File: src/rtl/drv_guard_pkg.sv
package drv_guard_pkg;

    typedef struct packed {
        logic bridge_en;
        logic home_req;
        logic step_ready;
        logic short_lat;
    } guard_state_t;

    localparam guard_state_t GUARD_RESET = '{
        bridge_en:  1'b0,
        home_req:   1'b1,
        step_ready: 1'b0,
        short_lat:  1'b0
    };

    typedef struct packed {
        logic s1;
        logic s2;
        logic s3;
        logic pulse;
    } step_state_t;

endpackage

File: src/rtl/drv_guard_wake.sv
module drv_guard_wake #(
    parameter int WAKE_CYCLES = 64
) (
    input  logic clk_i,
    input  logic rst_ni,
    input  logic hold_i,
    output logic ready_o
);
    localparam int CW = $clog2(WAKE_CYCLES + 1);
    localparam logic [CW-1:0] LIMIT = CW'(WAKE_CYCLES);

    logic [CW-1:0] cnt_d, cnt_q;

    always_comb begin
        if (hold_i)             cnt_d = '0;
        else if (cnt_q == LIMIT) cnt_d = cnt_q;
        else                    cnt_d = cnt_q + 1'b1;
    end

    always_ff @(posedge clk_i or negedge rst_ni) begin
        if (!rst_ni) cnt_q <= '0;
        else         cnt_q <= cnt_d;
    end

    assign ready_o = (cnt_q == LIMIT);


    wake_rise_chk: assert property (@(posedge clk_i) disable iff (!rst_ni)
        $rose(ready_o) |-> $past(!hold_i));


    wake_clear_chk: assert property (@(posedge clk_i) disable iff (!rst_ni)
        hold_i |=> (cnt_q == '0));

endmodule

File: src/rtl/drv_guard_step.sv
module drv_guard_step
    import drv_guard_pkg::*;
(
    input  logic clk_i,
    input  logic rst_ni,
    input  logic step_i,
    input  logic allow_i,
    output logic pulse_o
);
    step_state_t st_d, st_q;

    always_comb begin
        st_d       = st_q;
        st_d.s1    = step_i;
        st_d.s2    = st_q.s1;
        st_d.s3    = st_q.s2;
        st_d.pulse = st_q.s2 & ~st_q.s3 & allow_i;
    end

    always_ff @(posedge clk_i or negedge rst_ni) begin
        if (!rst_ni) st_q <= '0;
        else         st_q <= st_d;
    end

    assign pulse_o = st_q.pulse;


    pulse_single_chk: assert property (@(posedge clk_i) disable iff (!rst_ni)
        pulse_o |=> !pulse_o);

endmodule

File: src/rtl/drv_guard.sv
module drv_guard
    import drv_guard_pkg::*;
#(
    parameter int WAKE_CYCLES = 64
) (
    input  logic clk_i,
    input  logic rst_ni,
    input  logic drv_off_i,
    input  logic sleep_ni,
    input  logic home_ni,
    input  logic step_i,
    input  logic flt_short_i,
    input  logic flt_hot_i,
    input  logic flt_uv_logic_i,
    input  logic flt_uv_pump_i,
    input  logic flt_reg_i,
    output logic bridge_en_o,
    output logic home_req_o,
    output logic step_ready_o,
    output logic step_pulse_o,
    output logic short_flag_o
);
    guard_state_t st_d, st_q;
    logic wake_hold, wake_ready;

    assign wake_hold = ~sleep_ni | flt_uv_logic_i;

    drv_guard_wake #(.WAKE_CYCLES(WAKE_CYCLES)) u_wake (
        .clk_i  (clk_i),
        .rst_ni (rst_ni),
        .hold_i (wake_hold),
        .ready_o(wake_ready)
    );

    drv_guard_step u_step (
        .clk_i  (clk_i),
        .rst_ni (rst_ni),
        .step_i (step_i),
        .allow_i(st_q.step_ready),
        .pulse_o(step_pulse_o)
    );

    always_comb begin
        st_d = st_q;
        st_d.short_lat  = sleep_ni & (st_q.short_lat | flt_short_i);
        st_d.bridge_en  = sleep_ni & home_ni & ~drv_off_i & ~flt_uv_logic_i
                        & ~flt_hot_i & ~flt_uv_pump_i & ~flt_reg_i & ~st_d.short_lat;
        st_d.home_req   = ~sleep_ni | ~home_ni | flt_uv_logic_i | flt_hot_i
                        | st_d.short_lat;
        st_d.step_ready = wake_ready & sleep_ni & home_ni & ~flt_uv_logic_i
                        & ~flt_hot_i & ~st_d.short_lat;
    end

    always_ff @(posedge clk_i or negedge rst_ni) begin
        if (!rst_ni) st_q <= GUARD_RESET;
        else         st_q <= st_d;
    end

    assign bridge_en_o  = st_q.bridge_en;
    assign home_req_o   = st_q.home_req;
    assign step_ready_o = st_q.step_ready;
    assign short_flag_o = st_q.short_lat;


    en_inputs_chk: assert property (@(posedge clk_i) disable iff (!rst_ni)
        bridge_en_o |-> $past(sleep_ni && home_ni && !drv_off_i));


    short_hold_chk: assert property (@(posedge clk_i) disable iff (!rst_ni)
        (short_flag_o && sleep_ni) |=> short_flag_o);


    sleep_off_chk: assert property (@(posedge clk_i) disable iff (!rst_ni)
        !sleep_ni |=> (!bridge_en_o && !step_ready_o && home_req_o));


    uv_home_chk: assert property (@(posedge clk_i) disable iff (!rst_ni)
        flt_uv_logic_i |=> (home_req_o && !bridge_en_o && !step_ready_o));


    home_block_chk: assert property (@(posedge clk_i) disable iff (!rst_ni)
        !home_ni |=> (home_req_o && !bridge_en_o));

endmodule

File: config.mk
export PLATFORM = sky130hd
export DESIGN_NAME = drv_guard
export DESIGN_NICKNAME = d
export VERILOG_FILES = /design/src/rtl/drv_guard_pkg.sv /design/src/rtl/drv_guard_wake.sv /design/src/rtl/drv_guard_step.sv /design/src/rtl/drv_guard.sv
export SDC_FILE = /design/constraint.sdc
export NUM_CORES = 1
export LEC_CHECK = 0
export CORE_MARGIN = 2
export CORE_UTILIZATION = 45
export DETAILED_ROUTE_END_ITERATION = 12
export DONT_BUFFER_PORTS = 1
export PLACE_DENSITY = 0.67
export SLEW_MARGIN = 10
export SYNTH_ARGS = -nofsm -noshare
export SYNTH_HDL_FRONTEND = slang
export SYNTH_SLANG_ARGS = --single-unit
File: constraint.sdc
create_clock -name clk_i -period 1.3 [get_ports clk_i]
set_clock_uncertainty 0.05 [all_clocks]
set_input_delay 0.065 -clock clk_i [delete_from_list [all_inputs] [get_ports clk_i]]
set_output_delay 0.065 -clock clk_i [all_outputs]
set_load 0.01 [all_outputs]
==> results.yml <==
final_layout:
  drive_above_1_share_pct: 22.9
  final_cell_area_um2: 803
  area_growth_pct: 32.4
  antenna_cells: 0
  final_nets: 84
  stdcell_count: 85
  final_core_util_pct: 62.5
sta:
  period_needed_ns: 1.26
  fmax_mhz: 792
  finalCritPeriodShare_pct: 97.2
  slew_violations: 0
  rsz0062_at_grt: "yes"
  relSlewSlack_pct: 57.5
  hold_viol: 0
  setup_viol_count_final: 0
  worst_pin_slew_ns: 0.636
hold_path:
  whs_path_depth: 2
  hold_path.class: "input port to register"
  hold_start: "home_ni"
  holdPathEnd: "home_req_o$_DFF_PN1_"
detailed_routing:
  wl_um: 1190
  dr_total_vias: 444
  drt-pass1-iter-count: 2
  dr.first_iter.drc_count: 1
  routed_via_density: 5.22
  drc: 0
  final_antenna_net_count: 0
  routedWlPerCell_um: 14.0
power_and_ir_drop:
  combPwrFrac_pct: 6.6
  clock_power_share_pct: 32.8
  leakagePower_nw: 0.358
  finalPower_w: 0.000802
  p_sw_share_pct: 22.7
  p_sw_w: 0.000182
  internal_power_w: 0.000620
  power_frac_seq_pct: 60.7
  power_density_nw_per_um2: 999
  vdd_drop_max_mv: 0.691
synth:
  post_synth_mux_area_share_pct: 3.30
  async_flop_share_pct: 100
  synth_top_family_by_area: "simple AND/OR/NAND/NOR gates"
  synth_xor_area_share_pct: 4.33
  synth_common_cells: "dfrtp_1 (14), nand2_1 (8), nor2_1 (4)"
  synthesis.nets: 66
  avgSynthCellArea_um2: 11.4
  synthSimpleGateAreaFrac_pct: 20.4
  synth_top_cell_by_area: "dfrtp_1"
  synthAdderAreaFrac_pct: 4.12
  synth_compound_area_share_pct: 4.54
  synth_warnings: 0
  synth-edff-count: 0
  yosysUniqueCellTypes: 19
  synth_cells: 53
  netlist.area_leader.share_pct: 57.7
  ys_ff_latch: 15
  synthFlopType: "dfrtp_1"
  seq_area_frac_synth_pct: 62.1
  synth.most_common_cell: "dfrtp_1"
  synth.cell_area_um2: 607
  ys_top_cells_by_area: "dfrtp_1 (58%), nand2_1 (4.9%), dfstp_2 (4.3%)"
critical_path:
  worstPathMaxFanout: 4
  rr_endpoint: "u_wake.cnt_q[2]$_DFFE_PN0P_"
  start_kind: "register"
  r2r-start: "u_wake.cnt_q[5]$_DFFE_PN0P_"
  ff2ff_setup_slack_ns: 0.04
  endpoint_kind: "register"
  reg2reg_depth: 3
  critPathKind: "register to register"
  crit_start: "u_wake.cnt_q[5]$_DFFE_PN0P_"
  crit_required_ns: 1.42
  worstPathArrival_ns: 1.39
placement:
  io_buffers: 0
  place_congestion: 0.736
  dp.cells: 71
  hpwl_um: 765
  place_area_um2: 648
floorplanning:
  start_util_pct: 47.2
  die-area_um2: 1660
  io_pins: 16
  die_w_um: 40.7
  std_cell_rows: 13
  core_area_um2: 1280
  die_h_um: 40.7
global_routing:
  grt_pass1_vias: 416
  grt_pass1_wl_um: 1740
  grt_max_degree: 16
  grt-ovfl-total: 0
  antenna_found_initial: 0
  grtUsageTotal_pct: 17.3
job:
  timing.max_cap.violations: 0
clock_network:
  numCtsBuffers: 3
  clockBufferDepth: 2
  worst_skew_pair.late_latency_ns: 0.28
  cts.sinks: 15
  clk_pin_slew_ns: 0.09
  root_buffer: "clkbuf_4"
  cts_tree: "built"
  cts_max_level: 1
run_status:
  status: "finished, final reports clean"
==> metal layers <==
metal	global-route usage [%]	vias up	wire length, um
met5	0	-	0
met4	7.50	0	0
met3	8.70	0	49
met2	27.4	13	640
met1	19.6	214	496
li1	-	217	-
==> through the flow <==
stage	hold WS (ns)	setup WS, ns	TNS (ns)
2_1_floorplan	-0.281	0.111	0
3_3_place_gp	-0.280	0.0262	0
3_5_place_dp	-0.280	0.00179	0
4_1_cts	0.00442	0.00205	0
5_1_grt	0.0127	-0.0324	-0.0797
6_report	0.00926	0.0368	0
==> final cells by class <==
cell class	count	area (um2)
clock buffer	3	22.5
clock inverter	1	5.00
fill	104	482
inverter	2	7.51
multi-input combinational	36	250
sequential	15	379
tap	15	18.8
timing repair buffer	13	120
==> cell usage in the layout, fill, tap and decap left out <==
cell type / n
dlygate4sd3_1: 9
nor2_1: 4
o21a_1: 1
buf_4: 4
a21oi_1: 1
ha_4: 1
clkinv_2: 1
o21ai_0: 2
nor4_2: 1
clkbuf_4: 3
nand3_1: 2
and2b_1: 1
xor2_1: 3
dfrtp_1: 12
ha_1: 1
a21oi_2: 1
nand3_2: 2
mux2i_1: 2
dfstp_2: 1
nand2_1: 8
inv_1: 2
nor4_1: 1
or3_1: 2
nand2b_1: 1
nor4b_1: 1
dfrtp_2: 2
and3_1: 1
==> timing repair <==
action,in CTS,in global routing
hold buffers,9,0
resized for setup,1,6
setup buffers,1,0
hold endpoints to repair,24,0
endpoints found under the setup margin,1,5
pin swaps,0,3
==> registers in the layout, summed over array words and instances (netlist names) <==
name,count
bridge_en_o,1
home_req_o,1
short_flag_o,1
step_ready_o,1
u_step.pulse_o,1
u_step.st_d,2
u_step.st_q,1
u_wake.cnt_q,7
==> power by group through the flow <==
stage,sequential [W],clock (W),combinational (W)
5_1_grt,0.000489,0.000300,0.0000612
6_report,0.000487,0.000263,0.0000527
4_1_cts,0.000485,0.000267,0.0000522
3_3_place_gp,0.000494,0,0.0000193
3_5_place_dp,0.000495,0,0.0000194
2_1_floorplan,0.000493,0,0.0000156
==> critical path: stages (launching register included) <==
cell     delay (ns)
dfrtp_1        0.41
nor4_2         0.33
nand3_2        0.16
and3_1         0.21
==> cell families (layout without fill, tap and decap cells) <==
family,after synthesis,in the layout
muxes,2,2
DFF,15,15
and+or+nand+nor,24,24
buffers and inverters,2,19
AOI/OAI and AO/OA,5,5
xor gates and xnor gates,3,3
adders and majority gates,2,2
==> how the worst max path moves through the flow <==
stage	end	slack (ns)	cells past startpoint
floorplan	u_wake.cnt_q[2]$_DFFE_PN0P_	0.11	3
global placement	u_wake.cnt_q[6]$_DFFE_PN0P_	0.03	4
detailed placement	u_wake.cnt_q[6]$_DFFE_PN0P_	0.002	4
CTS	u_wake.cnt_q[2]$_DFFE_PN0P_	0.002	3
global route	u_wake.cnt_q[1]$_DFFE_PN0P_	-0.03	3
finish	u_wake.cnt_q[2]$_DFFE_PN0P_	0.04	3
Power figures use the tool's default switching activity.
